### src/rtl/nmi_pkg.sv
package nmi_pkg;
  localparam int ADDR_W = 2;

  typedef enum logic [ADDR_W-1:0] {
    A_STATUS = 2'd0,
    A_PFLAG  = 2'd1,
    A_ENABLE = 2'd2,
    A_NONE   = 2'd3
  } reg_addr_e;

  // bit positions inside the NMI status register
  localparam int ST_EXT = 0;
  localparam int ST_PLL = 1;
  localparam int ST_WDT = 2;
  localparam int ST_PAR = 3;
  localparam int ST_W   = 4;

  typedef struct packed {
    logic rd_status;
    logic rd_pflag;
    logic rd_enable;
    logic wr_pflag;
    logic wr_enable;
  } reg_strobe_t;

  // next state of a sticky flag: a set always wins over a clear
  function automatic logic sticky_next(input logic q, input logic set, input logic clr);
    return set | (q & ~clr);
  endfunction
endpackage

### src/rtl/nmi_flag_cell.sv
module nmi_flag_cell (
  input  logic clk,
  input  logic rst_n,
  input  logic set_i,
  input  logic clr_i,
  output logic q_o
);
  import nmi_pkg::*;

  always_ff @(posedge clk) begin
    if (!rst_n) q_o <= 1'b0;
    else        q_o <= sticky_next(q_o, set_i, clr_i);
  end


  set_wins_chk: assert property (@(posedge clk) disable iff (!rst_n)
    set_i |=> q_o);


  rise_cause_chk: assert property (@(posedge clk) disable iff (!rst_n)
    $rose(q_o) |-> $past(set_i));
endmodule

### src/rtl/nmi_reg_decode.sv
module nmi_reg_decode (
  input  logic                   clk,
  input  logic                   rst_n,
  input  logic                   rd_i,
  input  logic                   wr_i,
  input  logic [nmi_pkg::ADDR_W-1:0] addr_i,
  output nmi_pkg::reg_strobe_t   strb_o
);
  import nmi_pkg::*;

  always_comb begin
    strb_o = '0;
    unique case (reg_addr_e'(addr_i))
      A_STATUS: strb_o.rd_status = rd_i;
      A_PFLAG: begin
        strb_o.rd_pflag = rd_i;
        strb_o.wr_pflag = wr_i;
      end
      A_ENABLE: begin
        strb_o.rd_enable = rd_i;
        strb_o.wr_enable = wr_i;
      end
      default: strb_o = '0;
    endcase
  end


  rd_onehot_chk: assert property (@(posedge clk) disable iff (!rst_n)
    $onehot0({strb_o.rd_status, strb_o.rd_pflag, strb_o.rd_enable}));
endmodule

### src/rtl/nmi_parity_bank.sv
module nmi_parity_bank #(
  parameter int NUM_BLK = 8
) (
  input  logic               clk,
  input  logic               rst_n,
  input  logic [NUM_BLK-1:0] err_i,
  input  logic               en_wr_i,
  input  logic               flag_wr_i,
  input  logic [NUM_BLK-1:0] wdata_i,
  output logic [NUM_BLK-1:0] en_o,
  output logic [NUM_BLK-1:0] flag_o,
  output logic [NUM_BLK-1:0] hit_o
);
  logic [NUM_BLK-1:0] w1c_mask;

  always_ff @(posedge clk) begin
    if (!rst_n)       en_o <= '0;
    else if (en_wr_i) en_o <= wdata_i;
  end

  assign hit_o    = err_i & en_o;
  assign w1c_mask = flag_wr_i ? wdata_i : '0;

  for (genvar b = 0; b < NUM_BLK; b++) begin : g_blk
    nmi_flag_cell u_flag (
      .clk   (clk),
      .rst_n (rst_n),
      .set_i (hit_o[b]),
      .clr_i (w1c_mask[b]),
      .q_o   (flag_o[b])
    );


    gated_err_chk: assert property (@(posedge clk) disable iff (!rst_n)
      (err_i[b] && !en_o[b] && !flag_o[b]) |=> !flag_o[b]);


    w1c_keep_chk: assert property (@(posedge clk) disable iff (!rst_n)
      (flag_wr_i && !wdata_i[b] && flag_o[b]) |=> flag_o[b]);
  end
endmodule

### src/rtl/nmi_aggregator.sv
module nmi_aggregator #(
  parameter int NUM_BLK = 8
) (
  input  logic                       clk,
  input  logic                       rst_n,
  input  logic                       ext_evt,
  input  logic                       pll_evt,
  input  logic                       wdt_evt,
  input  logic [NUM_BLK-1:0]         par_err,
  input  logic                       reg_rd,
  input  logic                       reg_wr,
  input  logic [nmi_pkg::ADDR_W-1:0] reg_addr,
  input  logic [NUM_BLK-1:0]         reg_wdata,
  output logic [NUM_BLK-1:0]         reg_rdata,
  output logic                       nmi_req
);
  import nmi_pkg::*;

  localparam int PAD_W = NUM_BLK - ST_W;

  reg_strobe_t        strb;
  logic [NUM_BLK-1:0] pen, pflag, phit;
  logic [ST_W-1:0]    status;
  logic               par_any_hit;
  logic               pflags_clear;
  logic               par_clr;

  nmi_reg_decode u_dec (
    .clk    (clk),
    .rst_n  (rst_n),
    .rd_i   (reg_rd),
    .wr_i   (reg_wr),
    .addr_i (reg_addr),
    .strb_o (strb)
  );

  nmi_parity_bank #(.NUM_BLK(NUM_BLK)) u_bank (
    .clk       (clk),
    .rst_n     (rst_n),
    .err_i     (par_err),
    .en_wr_i   (strb.wr_enable),
    .flag_wr_i (strb.wr_pflag),
    .wdata_i   (reg_wdata),
    .en_o      (pen),
    .flag_o    (pflag),
    .hit_o     (phit)
  );

  nmi_flag_cell u_ext (.clk(clk), .rst_n(rst_n), .set_i(ext_evt),
                       .clr_i(strb.rd_status), .q_o(status[ST_EXT]));
  nmi_flag_cell u_pll (.clk(clk), .rst_n(rst_n), .set_i(pll_evt),
                       .clr_i(strb.rd_status), .q_o(status[ST_PLL]));
  nmi_flag_cell u_wdt (.clk(clk), .rst_n(rst_n), .set_i(wdt_evt),
                       .clr_i(strb.rd_status), .q_o(status[ST_WDT]));

  assign par_any_hit  = |phit;
  assign pflags_clear = (pflag == '0);
  assign par_clr      = strb.rd_status & pflags_clear;

  nmi_flag_cell u_par (.clk(clk), .rst_n(rst_n), .set_i(par_any_hit),
                       .clr_i(par_clr), .q_o(status[ST_PAR]));

  always_comb begin
    reg_rdata = '0;
    if (strb.rd_status)      reg_rdata = {{PAD_W{1'b0}}, status};
    else if (strb.rd_pflag)  reg_rdata = pflag;
    else if (strb.rd_enable) reg_rdata = pen;
  end

  assign nmi_req = |status;


  ext_rd_clr_chk: assert property (@(posedge clk) disable iff (!rst_n)
    (strb.rd_status && !ext_evt) |=> !status[ST_EXT]);


  par_hold_chk: assert property (@(posedge clk) disable iff (!rst_n)
    (strb.rd_status && status[ST_PAR] && !pflags_clear) |=> status[ST_PAR]);


  par_clr_chk: assert property (@(posedge clk) disable iff (!rst_n)
    (strb.rd_status && pflags_clear && !par_any_hit) |=> !status[ST_PAR]);


  par_same_edge_chk: assert property (@(posedge clk) disable iff (!rst_n)
    par_any_hit |=> (status[ST_PAR] && (pflag != '0)));


  req_level_chk: assert property (@(posedge clk) disable iff (!rst_n)
    (ext_evt || pll_evt || wdt_evt || par_any_hit) |=> nmi_req);


  status_wr_chk: assert property (@(posedge clk) disable iff (!rst_n)
    (reg_wr && reg_addr == A_STATUS && !reg_rd && !ext_evt && !pll_evt
     && !wdt_evt && !par_any_hit) |=> $stable(status));

  initial begin

    width_ok_chk: assert (NUM_BLK >= ST_W);
  end
endmodule

### config.mk
export PLATFORM = sky130hd
export DESIGN_NAME = nmi_aggregator
export DESIGN_NICKNAME = d
export VERILOG_FILES = /design/src/rtl/nmi_pkg.sv /design/src/rtl/nmi_flag_cell.sv /design/src/rtl/nmi_reg_decode.sv /design/src/rtl/nmi_parity_bank.sv /design/src/rtl/nmi_aggregator.sv
export SDC_FILE = /design/constraint.sdc
export NUM_CORES = 1
export LEC_CHECK = 0
export BUFFER_PORTS_ARGS = -buffer_cell sky130_fd_sc_hd__clkbuf_2
export CORE_MARGIN = 4
export CORE_UTILIZATION = 51
export CTS_BUF_LIST = sky130_fd_sc_hd__clkbuf_4
export DETAILED_ROUTE_END_ITERATION = 12
export GPL_TIMING_DRIVEN = 0
export PLACE_DENSITY = 0.9
export SYNTH_ARGS = -nofsm -noshare
export SYNTH_HDL_FRONTEND = slang
export SYNTH_SLANG_ARGS = --single-unit
### constraint.sdc
create_clock -name clk -period 1.9 [get_ports clk]
set_clock_uncertainty 0.15 [all_clocks]
set_input_delay 0.38 -clock clk [delete_from_list [all_inputs] [get_ports clk]]
set_output_delay 0.38 -clock clk [all_outputs]
set_load 0.01 [all_outputs]
After elaboration in Yosys (flattened, before gate mapping)
Cells that the tools add are included.
- register bits: 20
- input port bits: 25
- output and inout port bits: 9
- word-level logic and storage cells: 64
- equality and inequality tests: 2
- mux-type cells: 9
- bitwise operators: 36
- reductions and logical operators: 4
- operators with widths (operator ; number):
    $mux W8 ; 4
    $and A1 B1 Y1 ; 13
    $or A1 B1 Y1 ; 12
    $not A1 Y1 ; 10
    $and A8 B8 Y8 ; 1
    $logic_not A8 Y1 ; 1
    $reduce_or A8 Y1 ; 1
    $mux W1 ; 5
    $reduce_or A4 Y1 ; 1
    $eq A2 B1 Y1 const B ; 1
    $eq A2 B2 Y1 const B ; 1
    $logic_not A2 Y1 ; 1

Depth between registers and ports, before layout
Gate-level depths: netlist of run 1.
- word-level depth: 6
- depth in mapped cells: 5
- depth with buffers taken out: 3

Hierarchy
A second synthesis of run 1 with hierarchy kept.
- cell total of the unflattened synthesis: 121
- area total of the unflattened synthesis: 1166.1 µm²
- by module, submodules not included (module ; times used ; cells an instance ; area each (µm²) ; seq. area each (µm²)):
    nmi_flag_cell ; 12 ; 3 ; 41.3 ; 20.0
    nmi_parity_bank ; 1 ; 41 ; 401.6 ; 160.2
    nmi_aggregator ; 1 ; 39 ; 226.5 ; 0.0
    nmi_reg_decode ; 1 ; 5 ; 42.5 ; 0.0

Worst setup path after synthesis of run 1
OpenSTA, ideal clock, no wires.
- path kind: in2out
- start point: in reg_addr[1] in the netlist's numbering
- end point: out reg_rdata[4]
- data arrival time: 1.295 ns
- data required time: 1.370 ns
- slack: 0.075 ns
- cell stages on the path: 5
- buffers on the path: 2
- path through: clkbuf_1 > nor2b_1 > clkbuf_1 > a22oi_1 > nor2b_1
- word-level cells in the longest chain between the ends: 5
- elaborated cells between the ends (all ways): 9
- those cells by class: eq/ne: 2; mux: 6; reduce/logical: 1
- ends and longest elaborated chain (item ; RTL line ; RTL):
    start: declaration ; nmi_aggregator.sv:12 ; input logic [nmi_pkg::ADDR_W-1:0] reg_addr,
    $eq A2 B2 Y1 ; nmi_reg_decode.sv:13 ; unique case (reg_addr_e'(addr_i))
    $mux W1 ; nmi_reg_decode.sv:13 ;
    $mux W8 ; nmi_aggregator.sv:67 ; else if (strb.rd_enable) reg_rdata = pen;
    $mux W8 ; nmi_aggregator.sv:66 ; else if (strb.rd_pflag) reg_rdata = pflag;
    $mux W8 * ; nmi_aggregator.sv:65 ; if (strb.rd_status) reg_rdata = {{PAD_W{1'b0}}, status};
    end: declaration ; nmi_aggregator.sv:14 ; output logic [NUM_BLK-1:0] reg_rdata,
Every way passes the cells marked *; elsewhere a longest branch is shown, timed or not.

Final worst setup path of run 1
- start point: in reg_addr[1] in the netlist's numbering
- end point: out reg_rdata[1]
Same word-level chain as after synthesis.

==> results_dict.tcl, run 1 <==
set metrics [dict create \
    outcome "completed" \
    setup_violations 0 \
    vias 935 \
    max_freq_mhz 534.3 \
    synth_nets 137 \
    grtUsageTotal_pct 20.82 \
    drive_above_1_share_pct 26.03 \
    rows 15 \
    seq_power_share_pct 48.8 \
    rsz0062_at_grt "false" \
    final_util_pct 69.47 \
    ys_seq_area_share_pct 40.05 \
    drtPass1Iterations 4 \
    reg2reg_depth 3 \
    via_per_inst 5.468 \
    fp.dieH_um 52.28 \
    p_sw_uw 211.8 \
    cts_setup_buffers 0 \
    drt_iter0_drc 25 \
    synth_top_area_share_pct 40.05 \
    cp_max_fo 9 \
    fillers 128 \
    synth_ff_type "dfxtp_1" \
    drc 0 \
    antenna_found_initial 0 \
    place.gp.congestion 0.8196 \
    cts_tree "built" \
    grt-ovfl-total 0 \
    period_share_pct 98.50 \
    postCtsHoldBufs 0 \
    crit_path_end_kind "output port" \
    clk_latency_ns 0.31 \
    p_leak_nw 0.5887 \
    pwr_density_cell_mw_per_mm2 744.3 \
    grt_pass1_wl_um 4243 \
    avgSynthCellArea_um2 8.926 \
    async_flop_share_pct 0 \
    portBuffers 30 \
    first_global_vias 951 \
    initial_core_util_pct 56.07 \
    ios 34 \
    critPathRequiredTime_ns 1.37 \
    layout_min_cycle_time_ns 1.871 \
    clk_pin_slew_ns 0.12 \
    htree_num_levels 1 \
    synth_largest_area_cell "dfxtp_1" \
    maxCapViolations 0 \
    synth_cell_type_count 19 \
    area_delta_synth_final_pct 23.91 \
    sw_frac_of_total_pct 22.97 \
    diodes 0 \
    netlist_area_um2 999.7 \
    pwr-share-clk_pct 38.4 \
    die_width_um 52.28 \
    internal-power_uw 710.1 \
    max_slew_margin_pct 75.89 \
    start_kind "input pin" \
    hold_depth 3 \
    cts_buffers 3 \
    dp_hpwl_um 1881 \
    worst_pin_slew_ns 0.3616 \
    synth_edf_count 0 \
    cts.sinks 20 \
    root_buffer "clkbuf_4" \
    coreArea_mm2 0.001783 \
    finalPower_uw 921.9 \
    nets 172 \
    maxSlewViolCount 0 \
    crit_type "in -> out" \
    comb_power_share_pct 12.8 \
    dieArea_mm2 0.002733 \
    synth_area_leaders "dfxtp_1 (40%), mux2i_1 (12%), nor2b_1 (11%)" \
    hold_viol 0 \
    grt_max_degree 13 \
    drtAntennaViolNets 0 \
    cp_data_arrival_time_ns 1.34 \
    ir_worst_vdd_mv 0.4645 \
    cts_buffer_depth 2 \
    wl_per_cell_um 14.45 \
    hold_class "in -> reg" \
    ys_ff_latch 20 \
    ys.warnings.count 0 \
    whs_ns 0.1596 \
    syn_inst 112 \
    wirelength_um 2471 \
]
==> final timing paths <==
kind	from	end	slack, ns
worst max register to register	u_bank.g_blk[3].u_flag.q_o	u_par.q_o	0.21
worst min register to register	u_bank.g_blk[2].u_flag.q_o	u_bank.g_blk[2].u_flag.q_o	0.37
worst max-delay path	reg_addr[1]	reg_rdata[1]	0.03
worst min-delay path	ext_evt	u_ext.q_o	0.16
==> cell families after synthesis <==
| kind of cell | synth area share, % |
|---|---|
| simple gates | 22.03 |
| buf+inv | 6.132 |
| mux | 12.02 |
| compound gates | 19.77 |
| flops | 40.05 |
==> cells in the final DEF, fill, tap and decap left out <==
cell | Yosys | layout
a21oi_1 | 3 | 3
mux2i_1 | 12 | 12
buf_2 | 1 | 1
inv_1 | 8 | 8
o21ai_0 | 8 | 8
a21boi_0 | 8 | 8
o31a_1 | 2 | 2
or3b_1 | 1 | 1
a22oi_1 | 4 | 4
dfxtp_1 | 20 | 20
buf_6 | 1 | 1
clkbuf_2 | 0 | 31
and2_1 | 4 | 4
nand2_1 | 8 | 8
clkbuf_1 | 4 | 2
nor2b_1 | 17 | 17
or4_1 | 3 | 3
bufinv_16 | 0 | 1
nand4_1 | 2 | 2
clkbuf_4 | 0 | 4
o2bb2ai_1 | 4 | 4
nand3b_1 | 2 | 2
==> power groups by stage <==
stage | Combinational (mW) | Clock [mW] | Sequential (mW)
global route | 0.130 | 0.379 | 0.452
finish | 0.118 | 0.354 | 0.450
global placement | 0.110 | 0 | 0.458
floorplan | 0.0706 | 0 | 0.454
CTS | 0.117 | 0.356 | 0.450
detailed placement | 0.114 | 0 | 0.459
==> state kept, by name, summed over array words and instances, names as in the netlist <==
name	flops
u_par.q_o	1
u_wdt.q_o	1
u_pll.q_o	1
u_bank.en_o	8
u_bank.g_blk.u_flag.q_o	8
u_ext.q_o	1
==> Yosys cell counts (all sizes together), types with 2 or more instances <==
master and instances:
mux2i 12, o2bb2ai 4, a22oi 4, buf 2, nand2 8, a21boi 8
inv 8, and2 4, nor2b 17, a21oi 3, nand4 2, or4 3
nand3b 2, clkbuf 4, o31a 2, dfxtp 20, o21ai 8
==> worst max-delay path: stages <==
cell and delay, ns:
clkbuf_2 0.18, nor2b_1 0.15, clkbuf_4 0.20, o2bb2ai_1 0.13, and2_1 0.16, clkbuf_2 0.13
==> final cells by class <==
type,count,area (µm²),area share (%)
inverters,8,30.03,2.424
clock inverters,1,30.03,2.424
multi-input cells,78,538.0,43.43
plain buffers,6,36.28,2.929
repair buffers,30,150.1,12.12
clock buffers,3,22.52,1.818
flip-flops and latches,20,400.4,32.32
well taps,25,31.28,2.525
==> per-layer routing <==
metal,global-route usage [%],vias up,share of wire [%]
li1,-,461,-
met1,25.44,429,43
met2,35.15,34,50
met3,3.419,11,4.0
met4,10.21,0,2.8
met5,0,-,0
==> what timing repair did <==
item | CTS | global route
endpoints found under the setup margin | 8 | 3
gates resized for setup | 2 | 2
gates cloned | 0 | 0
==> per-stage QoR <==
stage,cells,setup WS [ns],instance area [µm²],TNS [ns]
after floorplan,112,0.07472,999.7,0
after global placement,167,-0.1646,1181,-1.123
after detailed placement,167,-0.2108,1181,-1.508
after CTS,171,0.01398,1236,0
after global routing,171,0.008338,1239,0
final,171,0.02854,1239,0
Note: power is estimated with default switching activity, not from simulation.
==> run 2, diff against run 1 <==
--- a/config.mk
+++ b/config.mk
@@ -5,13 +5,14 @@
 export SDC_FILE = /design/constraint.sdc
 export NUM_CORES = 1
 export LEC_CHECK = 0
+export ABC_AREA = 1
 export BUFFER_PORTS_ARGS = -buffer_cell sky130_fd_sc_hd__clkbuf_2
 export CORE_MARGIN = 4
-export CORE_UTILIZATION = 51
+export CORE_UTILIZATION = 50
 export CTS_BUF_LIST = sky130_fd_sc_hd__clkbuf_4
 export DETAILED_ROUTE_END_ITERATION = 12
 export GPL_TIMING_DRIVEN = 0
-export PLACE_DENSITY = 0.9
+export PLACE_DENSITY = 0.89
 export SYNTH_ARGS = -nofsm -noshare
 export SYNTH_HDL_FRONTEND = slang
 export SYNTH_SLANG_ARGS = --single-unit
==> run 2 against run 1 <==
  * Clock-buffer cell count unchanged
  * Final area decreased by 4.1%
  * Routed wire length decreased by 6.3%
  * Cell count increased by 13%
  * Fmax increased by 10%
  * Sequential share of layout area increased by 1.4 points
  * Area after synthesis decreased by 3.5%
  * Clock power decreased by 43%
  * Sequential cell count unchanged
  * Worst setup slack improved by 0.18 ns
  * Critical endpoint is now reg_rdata[0]
  * Largest power group unchanged
  * Highest routed layer unchanged
==> results_dict.tcl, run 2 <==
set metrics [dict create \
    synth_common_cells "inv_1 (24), dfxtp_1 (20), nand2_1 (19)" \
    diodes 0 \
    internal-power_uw 574.8 \
    finalSetupTns_ns 0 \
    top_regs "u_bank.en_o: 8 flops, u_bank.g_blk.u_flag.q_o: 8 flops" \
    area_delta_synth_final_pct 23.09 \
    antenna_found_initial 0 \
    root_buffer "clkbuf_4" \
    synth_area_leaders "dfxtp_1 (42%), a21oi_1 (9.3%), o21ai_0 (9.3%)" \
    clk_pin_slew_ns 0.11 \
    wl_per_cell_um 11.93 \
    pwr-share-clk_pct 25.6 \
    cp_max_fo 8 \
    crit_type "in -> out" \
    grtUsageTotal_pct 19.22 \
    cts_setup_buffers 0 \
    seq_power_share_pct 57.8 \
    p_sw_uw 212.5 \
    synth_nets 157 \
    hold_class "in -> reg" \
    crit_path_frequent_cell "clkbuf_2" \
    yosysMostFrequentCell "inv_1" \
    drive_above_1_share_pct 30.18 \
    avgSynthCellArea_um2 7.308 \
    drtAntennaViolNets 0 \
    cts.sinks 20 \
    fillers 159 \
    dp_hpwl_um 1788 \
    nets 195 \
    rows 15 \
    synth_ff_type "dfxtp_1" \
    ir_worst_vdd_mv 0.4543 \
    ys.warnings.count 0 \
    drtPass1Iterations 4 \
    htree_num_levels 1 \
    start_kind "input pin" \
    post_cts_resized 0 \
    ios 34 \
    worst_pin_slew_ns 0.2846 \
    fp.dieH_um 51.93 \
    maxCapViolations 0 \
    portBuffers 33 \
    first_global_vias 940 \
    crit_path_end_kind "output port" \
    critPathLaunch "reg_addr[1]" \
    critPathRequiredTime_ns 1.37 \
    initial_core_util_pct 54.11 \
    dieArea_mm2 0.002696 \
    drc 0 \
    finalPower_uw 787.3 \
    max_stage_delay_ns 0.16 \
    synth_top_area_share_pct 41.50 \
    pwr_density_cell_mw_per_mm2 663.1 \
    rsz0062_at_grt "false" \
    path_buf_inv 4 \
    maxSlewViolCount 0 \
    synth_largest_area_cell "dfxtp_1" \
    ys_ff_latch 20 \
    setup_violations 0 \
    wirelength_um 2315 \
    async_flop_share_pct 0 \
    cts_tree "built" \
    comb_power_share_pct 16.7 \
    cp_top_family "buffers and inverters" \
    synth_cell_type_count 19 \
    max_slew_margin_pct 80.98 \
    vias 989 \
    drt_iter0_drc 30 \
    final_common_cell "clkbuf_2" \
    max_freq_mhz 590.1 \
    place.gp.congestion 0.8216 \
    synth_edf_count 0 \
    outcome "completed" \
    r2r_start "u_bank.en_o[1]" \
    ys_seq_area_share_pct 41.50 \
    grt-ovfl-total 0 \
    via_per_inst 5.098 \
    period_share_pct 89.19 \
    mostFrequentLayoutCells "clkbuf_2 (33), inv_1 (24), dfxtp_1 (20)" \
    cts_buffer_depth 2 \
    coreArea_mm2 0.001783 \
    hold_viol 0 \
    netlist_area_um2 964.7 \
    postCtsHoldBufs 0 \
    p_leak_nw 0.5576 \
    cp_slowest_cell "and3_1" \
    path_depth 7 \
    path_cells "clkbuf_2 > inv_2 > and3_1 > buf_6 > nand2_2 > o221ai_1 > clkbuf_2" \
    hold_depth 3 \
    sw_frac_of_total_pct 26.99 \
    grt_pass1_wl_um 3939 \
    reg2reg_depth 6 \
    holdCritStartpoint "pll_evt" \
    cts_buffers 3 \
    die_width_um 51.93 \
    syn_inst 132 \
    grt_max_degree 12 \
    cp_data_arrival_time_ns 1.16 \
    clk_latency_ns 0.30 \
    layout_min_cycle_time_ns 1.695 \
]
## run 2: cell types whose count changed in the layout (fill, tap and decap cells not counted), moves of 8 or more
cell	delta
nor2b_1	-17
inv_1	+16
a21oi_1	+15
mux2i_1	-12
nand2_1	+11
nor2_1	+10
o21ai_0	+10
a21boi_0	-8
## run 2: path summary, 6_finish.rpt
path	to	slack (ns)
worst max register to register	u_par.q_o	0.89
worst min-delay path	u_pll.q_o	0.13
worst max-delay path	reg_rdata[0]	0.21
worst min register to register	u_bank.en_o[7]	0.33
## run 2: metrics by stage
step                cells  utilization, %  hold WS, ns  instance area (µm²)  worst slack (ns)
floorplan             132               -       0.2886                964.7            0.4905
global placement      190           65.12       0.2968                 1161            0.2053
detailed placement    190           65.12       0.3122                 1161            0.1937
CTS                   194           66.60       0.1278                 1187            0.1985
global route          194           66.60       0.1417                 1187           0.09562
finish                194           66.60       0.1317                 1187            0.2054
## run 2: per-layer routing
metal / part of all wire, % / vias up / global-route usage (%)
met2: 50 / 35 / 32.01
li1: - / 507 / -
met3: 6.9 / 4 / 3.152
met1: 42 / 443 / 24.34
met5: 0 / - / 0
met4: 1.3 / 0 / 7.860
## run 2: area by class of cell
cell class | count | area, µm² | area share, %
multi-input cells | 84 | 440.4 | 37.09
flip-flops and latches | 20 | 400.4 | 33.72
repair buffers | 33 | 165.2 | 13.91
inverters | 25 | 93.84 | 7.903
well taps | 25 | 31.28 | 2.634
plain buffers | 3 | 30.03 | 2.529
clock buffers | 3 | 22.52 | 1.897
clock inverters | 1 | 3.754 | 0.3161
## run 2: power by group through the flow
stage                     combinational [mW]  sequential (mW)  clock (mW)
after floorplan                       0.0771            0.461           0
after global placement                 0.127            0.463           0
after detailed placement               0.131            0.464           0
after CTS                              0.132            0.455       0.209
after global routing                   0.150            0.458       0.220
final                                  0.131            0.455       0.201
## run 2: worst min-delay path, stage by stage
cell      delay (ns)
clkbuf_2        0.08
a21oi_1         0.03
nor2_1          0.07
## run 2: logic make-up (layout without fill, tap and decap cells)
| family | count (synthesis) | count (layout) | share of synthesized area [%] |
|---|---|---|---|
| buffers and inverters | 28 | 65 | 12.84 |
| AND/OR/NAND/NOR | 40 | 40 | 19.07 |
| flip-flops | 20 | 20 | 41.50 |
| AO/OA/AOI/OAI | 44 | 44 | 26.59 |
==> run 3, diff against run 2 <==
--- a/config.mk
+++ b/config.mk
@@ -8,11 +8,11 @@
 export ABC_AREA = 1
 export BUFFER_PORTS_ARGS = -buffer_cell sky130_fd_sc_hd__clkbuf_2
 export CORE_MARGIN = 4
-export CORE_UTILIZATION = 50
+export CORE_UTILIZATION = 48
 export CTS_BUF_LIST = sky130_fd_sc_hd__clkbuf_4
 export DETAILED_ROUTE_END_ITERATION = 12
 export GPL_TIMING_DRIVEN = 0
-export PLACE_DENSITY = 0.89
+export PLACE_DENSITY = 0.86
 export SYNTH_ARGS = -nofsm -noshare
 export SYNTH_HDL_FRONTEND = slang
 export SYNTH_SLANG_ARGS = --single-unit
==> run 3 against run 2 <==
  * Sequential cell count is the same
  * Highest routed layer unchanged
  * Worst hold slack worse by 0.012 ns
  * Global-route usage increased by 0.83 points
  * Total power up 1.9%
  * Largest cell class unchanged
  * First-iteration DRC count is 27% higher
  * Critical path depth down 2
  * Fmax is 1.9% lower
  * Non-clock buffer count unchanged
  * Routed wire length up 8.4%
==> results_dict.tcl, run 3 (same netlist as run 2, synthesis figures left out) <==
set metrics [dict create \
    outcome "completed" \
    dp_hpwl_um 1918 \
    portBuffers 33 \
    setup_violations 0 \
    via_per_inst 5.227 \
    stdcell_count 194 \
    final_util_pct 65.22 \
    seq_area_um2 400.4 \
    cts_setup_buffers 0 \
    coreArea_mm2 0.001821 \
    wl_per_cell_um 12.94 \
    start_kind "input pin" \
    place.gp.congestion 0.8555 \
    cts_tree "built" \
    vias 1014 \
    critPathRequiredTime_ns 1.37 \
    path_cells "clkbuf_2 > inv_1 > nand3_2 > o221ai_1 > clkbuf_2" \
    cp_slowest_cell "o221ai_1" \
    grt-ovfl-total 0 \
    antenna_found_initial 0 \
    final_common_cell "clkbuf_2" \
    drt_iter0_drc 38 \
    cp_max_fo 8 \
    rsz0062_at_grt "false" \
    placed_area_mm2 0.001161 \
    max_slew_margin_pct 79.29 \
    first_global_vias 990 \
    crit_path_end_kind "output port" \
    crit_type "in -> out" \
    multiInputGateArea_um2 440.4 \
    holdCritStartpoint "pll_evt" \
    crit_path_frequent_cell "clkbuf_2" \
    drive_above_1_share_pct 30.18 \
    htree_num_levels 1 \
    maxCapViolations 0 \
    fillers 167 \
    ir_worst_vdd_mv 0.5551 \
    grtUsageTotal_pct 20.05 \
    hold_viol 0 \
    cts_buffers 3 \
    ios 34 \
    finalSetupTns_ns 0 \
    area_delta_synth_final_pct 23.09 \
    layout_min_cycle_time_ns 1.728 \
    p_leak_nw 0.5576 \
    fp.dieH_um 52.83 \
    cp_data_arrival_time_ns 1.20 \
    period_share_pct 90.95 \
    dp.cells 190 \
    maxSlewViolCount 0 \
    drtPass1Iterations 4 \
    postCtsHoldBufs 0 \
    nets 195 \
    initial_core_util_pct 52.99 \
    drtAntennaViolNets 0 \
    cts_buffer_depth 2 \
    worst_pin_slew_ns 0.3098 \
    grt_pass1_wl_um 4050 \
    post_cts_resized 0 \
    grt_max_degree 12 \
    root_buffer "clkbuf_4" \
    max_stage_delay_ns 0.26 \
    r2r_start "u_bank.g_blk[6].u_flag.q_o" \
    final_area_mm2 0.001187 \
    rows 15 \
    die_width_um 52.83 \
    diodes 0 \
    path_buf_inv 3 \
    cts.sinks 20 \
    drc 0 \
    top_regs "u_bank.en_o: 8 flops, u_bank.g_blk.u_flag.q_o: 8 flops" \
    dieArea_mm2 0.002791 \
    clk_latency_ns 0.31 \
    hold_class "in -> reg" \
    max_freq_mhz 578.7 \
    critPathLaunch "reg_addr[0]" \
    mostFrequentLayoutCells "clkbuf_2 (33), inv_1 (24), dfxtp_1 (20)" \
    cp_top_family "buffers and inverters" \
    wirelength_um 2510 \
    pwr_density_cell_mw_per_mm2 675.5 \
    clk_pin_slew_ns 0.12 \
]
-- run 3: path summary, 6_finish.rpt --
check	to	slack, ns	cells after the start
worst max-delay path	reg_rdata[0]	0.17	5
worst min register to register	u_bank.en_o[2]	0.33	2
worst max register to register	u_par.q_o	0.88	6
worst min-delay path	u_pll.q_o	0.12	3
-- run 3: area by class of cell --
type | instances | share of cell area, %
Buffer | 3 | 2.529
Clock buffer | 3 | 1.897
Clock inverter | 1 | 0.3161
Inverter | 25 | 7.903
Multi-Input combinational cell | 84 | 37.09
Sequential cell | 20 | 33.72
Tap cell | 25 | 2.634
Timing Repair Buffer | 33 | 13.91
-- run 3: report_power, final --
part	internal (mW)	switching, mW	leakage, nW
logic	0.0563	0.0777	0.378
registers	0.442	0.0132	0.164
clock network	0.0768	0.136	0.0154
-- run 3: routing by layer --
layer / up-vias / track usage (%) / wire [µm]
li1: 509 / - / -
met5: - / 0 / 0
met3: 8 / 7.407 / 144
met4: 0 / 8.511 / 42
met1: 457 / 22.63 / 1100
met2: 40 / 33.47 / 1222
-- run 3: tightest hold or removal path: stages --
cell and delay, ns:
clkbuf_2 0.07, a21oi_1 0.03, nor2_1 0.07
-- run 3: through the flow --
step	power (mW)	setup slack, ns	hold slack, ns
after floorplan	0.5383	0.4905	0.2886
after global placement	0.5910	0.2029	0.2963
after detailed placement	0.5972	0.1695	0.3083
after CTS	0.7998	0.1704	0.1282
after global routing	0.8367	0.05806	0.1368
final	0.8021	0.1719	0.1201
